==> config.mk <==
export PLATFORM = sky130hd
export DESIGN_NAME = sdram_col_seq
export DESIGN_NICKNAME = d
export VERILOG_FILES = /design/src/rtl/sdram_col_pkg.sv /design/src/rtl/sdram_bl_decode.sv /design/src/rtl/sdram_col_order.sv /design/src/rtl/sdram_col_seq.sv
export SDC_FILE = /design/constraint.sdc
export NUM_CORES = 1
export LEC_CHECK = 0
export BUFFER_PORTS_ARGS = -buffer_cell sky130_fd_sc_hd__buf_2
export CELL_PAD_IN_SITES_DETAIL_PLACEMENT = 1
export CELL_PAD_IN_SITES_GLOBAL_PLACEMENT = 1
export CORE_AREA = 2 2 62 79
export DETAILED_ROUTE_END_ITERATION = 6
export DIE_AREA = 0 0 64 81
export GPL_TIMING_DRIVEN = 0
export PLACE_DENSITY = 0.91
export SLEW_MARGIN = 20
export SYNTH_ARGS = -nofsm -noshare
export SYNTH_HDL_FRONTEND = slang
export SYNTH_SLANG_ARGS = --single-unit
==> constraint.sdc <==
create_clock -name clk -period 3.05 [get_ports clk]
set_clock_uncertainty 0.2 [all_clocks]
set_input_delay 0.305 -clock clk [delete_from_list [all_inputs] [get_ports clk]]
set_output_delay 0.305 -clock clk [all_outputs]
set_load 0.03 [all_outputs]
==> src/rtl/sdram_col_pkg.sv <==
package sdram_col_pkg;
  localparam int COL_W   = 8;
  localparam int CODE_W  = 3;
  localparam int MAX_LOG = 3;
  typedef logic [COL_W-1:0] col_t;
endpackage

==> src/rtl/sdram_bl_decode.sv <==
module sdram_bl_decode #(
  parameter int COL_W   = 8,
  parameter int CODE_W  = 3,
  parameter int MAX_LOG = 3
) (
  input  logic [CODE_W-1:0] code_i,
  output logic [COL_W-1:0]  mask_o,
  output logic [COL_W-1:0]  last_idx_o,
  output logic              full_o
);
  assign full_o = (int'(code_i) > MAX_LOG);

  genvar b;
  generate
    for (b = 0; b < COL_W; b++) begin : g_mask
      assign mask_o[b] = full_o || (b < int'(code_i));
    end
  endgenerate

  // for fixed lengths the final beat index equals the window mask
  assign last_idx_o = mask_o;
endmodule

==> src/rtl/sdram_col_order.sv <==
module sdram_col_order #(
  parameter int COL_W = 8
) (
  input  logic [COL_W-1:0] base_i,
  input  logic [COL_W-1:0] idx_i,
  input  logic [COL_W-1:0] mask_i,
  input  logic             ilv_i,
  output logic [COL_W-1:0] col_o
);
  logic [COL_W-1:0] low;
  always_comb begin
    if (ilv_i) low = base_i ^ idx_i;
    else       low = base_i + idx_i;
    col_o = (base_i & ~mask_i) | (low & mask_i);
  end
endmodule

==> src/rtl/sdram_col_seq.sv <==
module sdram_col_seq
  import sdram_col_pkg::*;
#(
  parameter int COL_BITS = COL_W,
  parameter int CODE_BITS = CODE_W,
  parameter int LOG_MAX = MAX_LOG
) (
  input  logic                 clk,
  input  logic                 rst,
  input  logic                 start_i,
  input  logic [COL_BITS-1:0]  col_i,
  input  logic [CODE_BITS-1:0] bl_code_i,
  input  logic                 ilv_i,
  input  logic                 ap_req_i,
  input  logic                 stop_i,
  output logic [COL_BITS-1:0]  col_o,
  output logic                 valid_o,
  output logic                 last_o,
  output logic                 ap_o
);
  logic [COL_BITS-1:0] dec_mask, dec_last;
  logic                dec_full;

  sdram_bl_decode #(.COL_W(COL_BITS), .CODE_W(CODE_BITS), .MAX_LOG(LOG_MAX)) u_dec (
    .code_i(bl_code_i), .mask_o(dec_mask), .last_idx_o(dec_last), .full_o(dec_full)
  );

  logic                act_q, full_q, ilv_q, ap_q;
  logic [COL_BITS-1:0] idx_q, base_q, mask_q, last_idx_q, nxt_col;

  sdram_col_order #(.COL_W(COL_BITS)) u_ord (
    .base_i(base_q), .idx_i(idx_q), .mask_i(mask_q), .ilv_i(ilv_q), .col_o(nxt_col)
  );

  logic is_end, single;
  assign is_end = !full_q && (idx_q == last_idx_q);
  assign single = !dec_full && (dec_last == '0);

  always_ff @(posedge clk) begin
    if (rst) begin
      act_q      <= 1'b0;
      full_q     <= 1'b0;
      ilv_q      <= 1'b0;
      ap_q       <= 1'b0;
      idx_q      <= '0;
      base_q     <= '0;
      mask_q     <= '0;
      last_idx_q <= '0;
      col_o      <= '0;
      valid_o    <= 1'b0;
      last_o     <= 1'b0;
      ap_o       <= 1'b0;
    end else if (start_i) begin
      base_q     <= col_i;
      mask_q     <= dec_mask;
      last_idx_q <= dec_last;
      full_q     <= dec_full;
      ilv_q      <= ilv_i && !dec_full;
      ap_q       <= ap_req_i && !dec_full;
      idx_q      <= COL_BITS'(1);
      act_q      <= !single;
      col_o      <= col_i;
      valid_o    <= 1'b1;
      last_o     <= single;
      ap_o       <= single && ap_req_i;
    end else if (act_q) begin
      col_o   <= nxt_col;
      valid_o <= 1'b1;
      last_o  <= is_end || stop_i;
      ap_o    <= is_end && ap_q;
      idx_q   <= idx_q + COL_BITS'(1);
      act_q   <= !(is_end || stop_i);
    end else begin
      valid_o <= 1'b0;
      last_o  <= 1'b0;
      ap_o    <= 1'b0;
    end
  end
endmodule

* After elaboration in Yosys (flattened, before gate mapping) *
Index checks and enable logic that the tools add are counted.

storage, ports and cells
  register bits = 39
  bits in latches = 0
  memory bits (writable) = 0
  bits in read-only memories = 0
  input port bits = 17
  output and inout bits = 11
  memories kept = 0

operators by class
  add/sub/neg operators = 2
  $mul = 0
  divide/modulo/power cells = 0
  $lt $le $gt $ge = 8
  equality and inequality tests = 1
  shift operators = 0
  mux-type cells = 13
  bitwise logic cells = 5
  reductions and logical operators = 21

operator list
  kind                                                                              number
  8-bit two-way mux                                                                 3
  8-bit AND                                                                         2
  1-bit two-way mux                                                                 10
  3-bit less-than comparator (first input constant)                                 3
  8-bit by 1-bit adder with 8-bit output (second input constant)                    1
  8-bit adder                                                                       1
  8-bit == test                                                                     1
  8-bit logical NOT                                                                 1
  1-bit logical OR                                                                  8
  8-bit NOT                                                                         1
  8-bit OR                                                                          1
  8-bit bitwise XOR                                                                 1
  1-bit logical AND                                                                 6
  1-bit by 3-bit less-than comparator with 1-bit output (first input constant)      2
  2-bit by 3-bit less-than comparator with 1-bit output (first input constant)      2
  1-bit logical NOT                                                                 4
  3-bit by 2-bit greater-than comparator with 1-bit output (second input constant)  1
  2-bit nonzero test                                                                1
  2-bit OR reduction                                                                1

* Depth between registers and ports, before layout *
Gate-level depths: netlist of the first run.

  word-level depth = 6
  depth in mapped cells = 8

* Cells and area by module *
A second synthesis of the first run with hierarchy kept.

second synthesis, totals
  cell total of the unflattened synthesis = 278
  area total of the unflattened synthesis = 2,453.6 um2

by module, submodules not included
  module           instances  cells each  area an instance (um2)  seq. area each (um2)
  sdram_col_seq    1          200         1,918.1                 940.9
  sdram_col_order  1          61          420.4                   0.0
  sdram_bl_decode  1          17          115.1                   0.0

* Worst setup path after synthesis of the first run *
Ideal clock, no wire load.

  path kind = reg-to-reg
  start point = reg idx_q[0]
  end point = reg col_o[4]
  setup time = 0.086 ns
  arrival = 1.800 ns
  required time = 2.764 ns
  path slack = 0.963 ns
  cell stages (with the launch flop) = 9
  period minus slack after synthesis = 2.087 ns
  path through = dfxtp_1 ha_1 inv_1 fa_1 nand2b_1 a211oi_2 xnor2_1 a21o_1 a221oi_2

between the ends
  cells in the longest elaborated chain, start to end = 6

RTL lines
  item                    line                   source
  start, declared         sdram_col_seq.sv:29    logic [COL_BITS-1:0] idx_q, base_q, mask_q, last_idx_q, nxt_col;
  start signal, assigned  sdram_col_seq.sv:71    idx_q <= idx_q + COL_BITS'(1);
  8-bit adder             sdram_col_order.sv:13  else low = base_i + idx_i;
  8-bit two-way mux       sdram_col_order.sv:12  if (ilv_i) low = base_i ^ idx_i;
  8-bit AND               sdram_col_order.sv:14  col_o = (base_i & ~mask_i) | (low & mask_i);
  8-bit OR                sdram_col_order.sv:14
  8-bit two-way mux       sdram_col_seq.sv:66    end else if (act_q) begin
  8-bit two-way mux       sdram_col_seq.sv:53    end else if (start_i) begin
  end signal, assigned    sdram_col_seq.sv:62    col_o <= col_i;
  end signal, assigned    sdram_col_seq.sv:67    col_o <= nxt_col;
  end, declared           sdram_col_seq.sv:16    output logic [COL_BITS-1:0] col_o,

Every way passes these cells. The select of a mux whose other input is x is not followed.
A chain may end at the register's enable or synchronous reset.

* Worst setup path after layout of the first run *
Ends and elaborated chain as after synthesis.

==> parameters.txt, run 1 <==
Parameter                              Value

Synth
  Post-synth top area cell    sky130_fd_sc_hd__dfxtp_1
  Main synth FF type    sky130_fd_sc_hd__dfxtp_1
  Synthesized area per cell    8.484 sq um
  Synth cell count leaders    sky130_fd_sc_hd__dfxtp_1, sky130_fd_sc_hd__nor2_1, sky130_fd_sc_hd__a21oi_1, sky130_fd_sc_hd__nand2_1, sky130_fd_sc_hd__inv_1
  Register area share after synthesis    0.3829
  Area contributors post-synth    sky130_fd_sc_hd__dfxtp_1, sky130_fd_sc_hd__a21oi_1, sky130_fd_sc_hd__nor2_1
  Count of different cell masters after synthesis    44
  Warnings from Yosys    0
  Area fraction of the dominant cell type after synthesis    0.3829
  Post-Syn Area    approximately 1900 sq um
  Cell with the most instances after synthesis    sky130_fd_sc_hd__dfxtp_1
  Number of synthesized register bits    37
  Asr flop ratio synth    0
  Syn nets    around 250
  Number of synthesized flops with an enable pin    0
  Synthesized instance count    ~230

Routing
  Routed vias    1797
  Pre-Repair DR Iteration Count    4
  Final wirelength    5396 um
  1st-iter DRT viols    between 50 and 60
  Antenna-violating nets left    0
  Number of design rule violations left after detail routing    0
  Routed wire length per instance    around 17 um
  Vias per std cell    around 5.6

Power and ir drop
  Total power consumption of the routed design    approximately 1100 uW
  Power density relative to cell area    approximately 480 nW/um^2
  Maximum vdd drop    ~0.29 mV
  Pleak    around 0.00092 uW

GRT
  Total track usage    0.2204
  Largest net degree at the start of global routing    12
  Wire length of the first global-routing pass    about 8600 um
  Number of antenna violations at the first check in global routing    0
  Overflow after GRT    0
  Number of global-route vias before repair    between 1500 and 2000

Layout
  Area delta synth->final    16.11%
  Net count reported at finish    approximately 290
  Area of all sequential standard cells    740.7 sq um
  Diode count    0
  Area of combinational cells with multiple inputs    approximately 1100 sq um
  Final design utilization    0.4970
  Number of inserted filler cells in the final layout    roughly 560
  Proportion of layout cells with a drive suffix above 1    0.1825

Setup path
  Startpoint types    flop
  Worst setup EP type    flop
  Critical path cell sequence    ha_1 -> inv_1 -> fa_1 -> nand2b_1 -> a211oi_2 -> xnor2_1 -> a21o_1 -> a221oi_2
  CP Data Arrival Time    2350 ps
  Maximum cell stage delay along the critical path    between 400 and 500 ps
  Critical Path RT    just over 3000 ps
  Crit Path Max Fanout    5
  Critical Path Slowest Stage Cell    sky130_fd_sc_hd__dfxtp_1
  Critical path type    reg -> reg

Timing
  Setup TNS    0 ps
  Number of hold violations in the final report    0
  Number of pins exceeding their max-slew limit in the final report    0
  Maximum clock frequency    ~430 MHz
  Final number of setup-violating endpoints    0
  Actual transition at the worst max-transition pin    approximately 570 ps
  Part of the cycle the worst path needs    0.7676
  Worst setup slack after layout    about 700 ps
  RSZ-0062 raised after global routing    false
  Max-slew headroom at the worst pin    0.6228
  Min cycle time layout    approximately 2300 ps

Clock network
  TritonCTS clock tree    built
  H-tree Lvls    2
  Largest buffer count on any clock path    2
  Number of resized instances in the post-cts repair step    0
  Number of CTS-inserted buffers    5
  Number of buffers added to fix hold violations after cts    0
  Clock sink total    37
  Clock transition at the registers of the reported paths    ~70 ps
  Clock root buffer master    sky130_fd_sc_hd__clkbuf_8
  Clock Latency Late Sink    300 ps
  Number of setup buffers added after CTS    0

Placement
  Estimated wirelength of the detail-placed design    3953 um
  Quantity of I/O buffers inserted on ports    27
  Final weighted congestion of routability-driven global placement    0.9161
  Pre-CTS WS    726.0 ps

Die
  Die outline width    about 64 um
  I/O pin cnt    28
  Floorplan die area    5184 sq um
  Die extent in y    roughly 81 um
  Core outline area    4519 sq um
  Starting density of the core    0.4280
  Number of placement rows    28

Hold path
  Hold/Removal Path Class    in -> reg

Run
  Max-cap violations    0

Status
  Run status    completed
[cells in the final DEF, fill, tap and decap left out, types with 5 or more instances in the layout]
master	count
sky130_fd_sc_hd__nor2_1	30
sky130_fd_sc_hd__nand3_1	7
sky130_fd_sc_hd__mux2i_1	9
sky130_fd_sc_hd__nand2b_1	9
sky130_fd_sc_hd__o21ai_0	6
sky130_fd_sc_hd__buf_2	32
sky130_fd_sc_hd__a21oi_1	24
sky130_fd_sc_hd__ha_1	8
sky130_fd_sc_hd__xor2_1	10
sky130_fd_sc_hd__inv_1	11
sky130_fd_sc_hd__dfxtp_1	37
sky130_fd_sc_hd__nand2_1	14
sky130_fd_sc_hd__or3_1	5
sky130_fd_sc_hd__clkbuf_8	7
[final timing paths]
check / start / end / slack, ps / depth (start not counted)
setup / recovery: idx_q[0] / col_o[4] / 710 / 8
hold / removal: ilv_i / ilv_q / 40 / 3
setup reg to reg: idx_q[0] / col_o[4] / 710 / 8
hold reg to reg: base_q[5] / base_q[5] / 310 / 2
[worst max-delay path: cells and delay by family (launching register included)]
kind | cells | cell delay (ps)
compound gates | 3 | 680
fa+ha+maj | 2 | 590
flops | 1 | 440
simple gates | 1 | 180
xor+xnor | 1 | 110
buf+inv | 1 | 60
[through the flow]
stage | std cells | instance area [sq um] | hold WS, ps
2_1_floorplan | 228 | 1934 | 244.1
3_3_place_gp | 315 | 2145 | 285.2
3_5_place_dp | 315 | 2145 | 296.6
4_1_cts | 323 | 2246 | 39.90
5_1_grt | 323 | 2246 | 56.95
6_report | 323 | 2246 | 40.56
[cell type report]
| class | instances | area share |
|---|---|---|
| well taps | 60 | 0.03343 |
| flip-flops and latches | 37 | 0.3298 |
| inverters | 11 | 0.01838 |
| repair buffers | 27 | 0.06017 |
| plain buffers | 11 | 0.02284 |
| multi-input cells | 169 | 0.4903 |
| clock inverters | 1 | 0.002228 |
| clock buffers | 7 | 0.04290 |
[layer usage]
metal  up-vias  GRT usage  share of wire
met3        11    0.04294          0.033
met1       887     0.2316           0.40
li1        861          -              -
met4         0     0.1043          0.022
met5         -          0              0
met2        38     0.4177           0.55
[state kept, by name, summed over array words and instances, names as in the netlist]
signal / count
last_idx_q: 7
ap_o: 1
col_o: 8
valid_o: 1
idx_q: 8
ap_q: 1
ilv_q: 1
last_o: 1
base_q: 8
act_q: 1
[where the power goes]
group / total (uW) / internal, uW / switching, uW
clock network: 382 / 204 / 178
logic: 158 / 59.7 / 98.2
registers: 528 / 507 / 20.1
total: 1070 / 771 / 296
[cell families after synthesis]
logic type,share of synthesized area
AO/OA/AOI/OAI,0.1824
adder cells (fa/ha/maj),0.06210
flip-flops,0.3829
AND/OR/NAND/NOR,0.2148
buffers and inverters,0.04786
multiplexers,0.04657
XOR/XNOR,0.06339
No activity file was read; power rests on OpenSTA's default activity.
==> run 2, diff against run 1 <==
--- a/config.mk
+++ b/config.mk
@@ -8,11 +8,11 @@
 export BUFFER_PORTS_ARGS = -buffer_cell sky130_fd_sc_hd__buf_2
 export CELL_PAD_IN_SITES_DETAIL_PLACEMENT = 1
 export CELL_PAD_IN_SITES_GLOBAL_PLACEMENT = 1
-export CORE_AREA = 2 2 62 79
+export CORE_AREA = 2 2 67 85
 export DETAILED_ROUTE_END_ITERATION = 6
-export DIE_AREA = 0 0 64 81
+export DIE_AREA = 0 0 69 87
 export GPL_TIMING_DRIVEN = 0
-export PLACE_DENSITY = 0.91
+export PLACE_DENSITY = 0.83
 export SLEW_MARGIN = 20
 export SYNTH_ARGS = -nofsm -noshare
 export SYNTH_HDL_FRONTEND = slang
==> constraint.sdc (replaced) <==
create_clock -name clk -period 2.1 [get_ports clk]
set_clock_uncertainty 0.2 [all_clocks]
set_input_delay 0.21 -clock clk [delete_from_list [all_inputs] [get_ports clk]]
set_output_delay 0.21 -clock clk [all_outputs]
set_load 0.03 [all_outputs]
==> run 2 against run 1 <==
Combinational power grew 62%. Final area up 9.7%. Largest cell class unchanged. Core utilization shrank 2.8 points.
==> parameters.txt, run 2 (synthesized netlist as in run 1, its figures left out) <==
Parameter                              Value

Status
  Run status    completed

Clock network
  H-tree Lvls    2 (unchanged)
  Number of CTS-inserted buffers    5 (unchanged)
  TritonCTS clock tree    built
  Clock transition at the registers of the reported paths    80 ps (about the same)
  Largest buffer count on any clock path    2 (unchanged)
  Clock sink total    37 (unchanged)
  Clock Latency Late Sink    290 ps (about the same)
  Clock root buffer master    sky130_fd_sc_hd__clkbuf_8

Routing
  Routed wire length per instance    16.51 um (-1.2%)
  Routed vias    1788 (-0.50%)
  Number of design rule violations left after detail routing    0 (unchanged)
  Vias per std cell    5.259 (-5.5%)
  Pre-Repair DR Iteration Count    4 (unchanged)
  Antenna-violating nets left    0 (unchanged)
  1st-iter DRT viols    40 (-31%)
  Final wirelength    5613 um (+4.0%)

Setup path
  Critical Path RT    2110 ps (-950 ps)
  Startpoint types    flop
  Crit Path Max Fanout    3 (-2)
  CP Data Arrival Time    2070 ps (-280 ps)
  Critical path type    reg -> reg
  Cell family with most CP delay    compound AO/OA/AOI/OAI gates
  Critical path cell sequence    ha_4 -> inv_2 -> fa_2 -> nand2b_4 -> a211oi_4 -> xnor2_2 -> a21o_1 -> a221oi_2
  Maximum cell stage delay along the critical path    360 ps (-80 ps)
  Critical Path Slowest Stage Cell    sky130_fd_sc_hd__dfxtp_4
  Worst setup EP type    flop
  Buffer and inverter count on the worst path    1 (unchanged)

Die
  Starting density of the core    0.3681 (-0.05992)
  Floorplan die area    6003 sq um (+16%)
  Number of placement rows    30 (+7.1%)
  I/O pin cnt    28 (unchanged)
  Die extent in y    87 um (+7.4%)
  Core outline area    5255 sq um (+16%)
  Die outline width    69 um (+7.8%)

Timing
  Part of the cycle the worst path needs    0.9786 (+0.2111)
  Max-slew headroom at the worst pin    0.5856 (-0.03715)
  Actual transition at the worst max-transition pin    621.6 ps (+55.72 ps)
  RSZ-0062 raised after global routing    true
  Maximum clock frequency    486.6 MHz (+14%)
  Number of hold violations in the final report    0 (unchanged)
  Min cycle time layout    2055 ps (-286.0 ps)
  Number of pins exceeding their max-slew limit in the final report    0 (unchanged)
  Setup TNS    0 ps (unchanged)
  Final number of setup-violating endpoints    0 (unchanged)

Layout
  Final standard cell area without fillers    2465 sq um (+9.7%)
  Commonest cells after routing, fill and taps aside    sky130_fd_sc_hd__buf_2, sky130_fd_sc_hd__dfxtp_1, sky130_fd_sc_hd__nor2_1, sky130_fd_sc_hd__a21oi_1, sky130_fd_sc_hd__nand2_1
  Net count reported at finish    301 (+4.5%)
  Area delta synth->final    27.43%
  Largest registers    base_q x8, col_o x8, idx_q x8
  Proportion of layout cells with a drive suffix above 1    0.2319 (+0.04937)
  Diode count    0 (unchanged)
  Number of standard cells in the final layout excluding fillers    340 (+5.3%)

Placement
  Standard cell area after detailed placement    2150 sq um (+0.23%)
  Quantity of I/O buffers inserted on ports    27 (unchanged)
  Estimated wirelength of the detail-placed design    3889 um (-1.6%)
  Final weighted congestion of routability-driven global placement    0.8312 (-9.3%)
  Number of placed instances with taps included    319 (+1.3%)

GRT
  Largest net degree at the start of global routing    12 (unchanged)
  Number of global-route vias before repair    1859 (+1.4%)
  Total track usage    0.1921 (-0.02823)
  Number of antenna violations at the first check in global routing    0 (unchanged)
  Wire length of the first global-routing pass    8990 um (+4.2%)
  Overflow after GRT    0 (unchanged)

Run
  Max-cap violations    0 (unchanged)

Power and ir drop
  Power density relative to cell area    674.7 nW/um^2 (+42%)
  Pleak    0.0009944 uW (+7.9%)
  Maximum vdd drop    0.3772 mV (+30%)

Hold path
  Hold/Removal Path Class    in -> reg
-- run 2: changes by cell type in the layout (fill, tap and decap cells not counted), moves of 2 or more --
cell	change
sky130_fd_sc_hd__ha_1	-2
sky130_fd_sc_hd__buf_4	+3
sky130_fd_sc_hd__dfxtp_1	-5
sky130_fd_sc_hd__dfxtp_2	+2
sky130_fd_sc_hd__dfxtp_4	+3
sky130_fd_sc_hd__dlygate4sd3_1	+10
-- run 2: path summary, 6_finish.rpt --
| kind | startpoint | endpoint | slack [ps] | cells past startpoint |
|---|---|---|---|---|
| max | idx_q[0] | col_o[4] | 40 | 8 |
| min | col_i[1] | base_q[1] | 8 | 3 |
| max reg2reg | idx_q[0] | col_o[4] | 40 | 8 |
| min reg2reg | base_q[5] | base_q[5] | 300 | 2 |
-- run 2: routing by layer --
metal | vias up | part of all wire | track usage
met1 | 853 | 0.42 | 0.2064
met3 | 14 | 0.026 | 0.03588
li1 | 890 | - | -
met5 | - | 0 | 0
met2 | 31 | 0.53 | 0.3645
met4 | 0 | 0.029 | 0.08556
-- run 2: worst min-delay path, cell delays in order --
cell	delay [ps]
sky130_fd_sc_hd__buf_2	100
sky130_fd_sc_hd__nand2_1	80
sky130_fd_sc_hd__a21oi_1	70
-- run 2: repair_timing --
item                                    CTS  global route
endpoints found under the setup margin    4             5
endpoints found under the hold margin    13             0
pin swaps                                 3             5
setup buffers                             1             2
resized for setup                         8            12
hold buffers                             10             0
-- run 2: area by class of cell --
class                   count  area (sq um)
plain buffers              11         51.30
clock buffers               7         86.33
clock inverters             1         30.03
fillers                   645          2790
inverters                  11         41.29
multi-input cells         169          1164
flip-flops and latches     37         754.5
well taps                  64         80.08
repair buffers             40         257.7
-- run 2: power by group --
group	leakage (uW)	total (uW)	switching, uW	internal, uW
sequential	0.000307	765	29.7	735
combinational	0.000629	256	150	106
clock	0.0000585	642	255	387
-- run 2: per-stage QoR --
step | utilization | power, uW | worst slack [ps] | hold slack, ps
after floorplan | - | 928.3 | 13.48 | 149.1
after global placement | 0.4090 | 999.2 | -207.2 | 236.6
after detailed placement | 0.4090 | 1007 | -237.3 | 260.7
after CTS | 0.4564 | 1665 | -10.08 | 11.14
after global routing | 0.4690 | 1739 | -12.69 | 9.568
final | 0.4690 | 1663 | 44.86 | 8.411
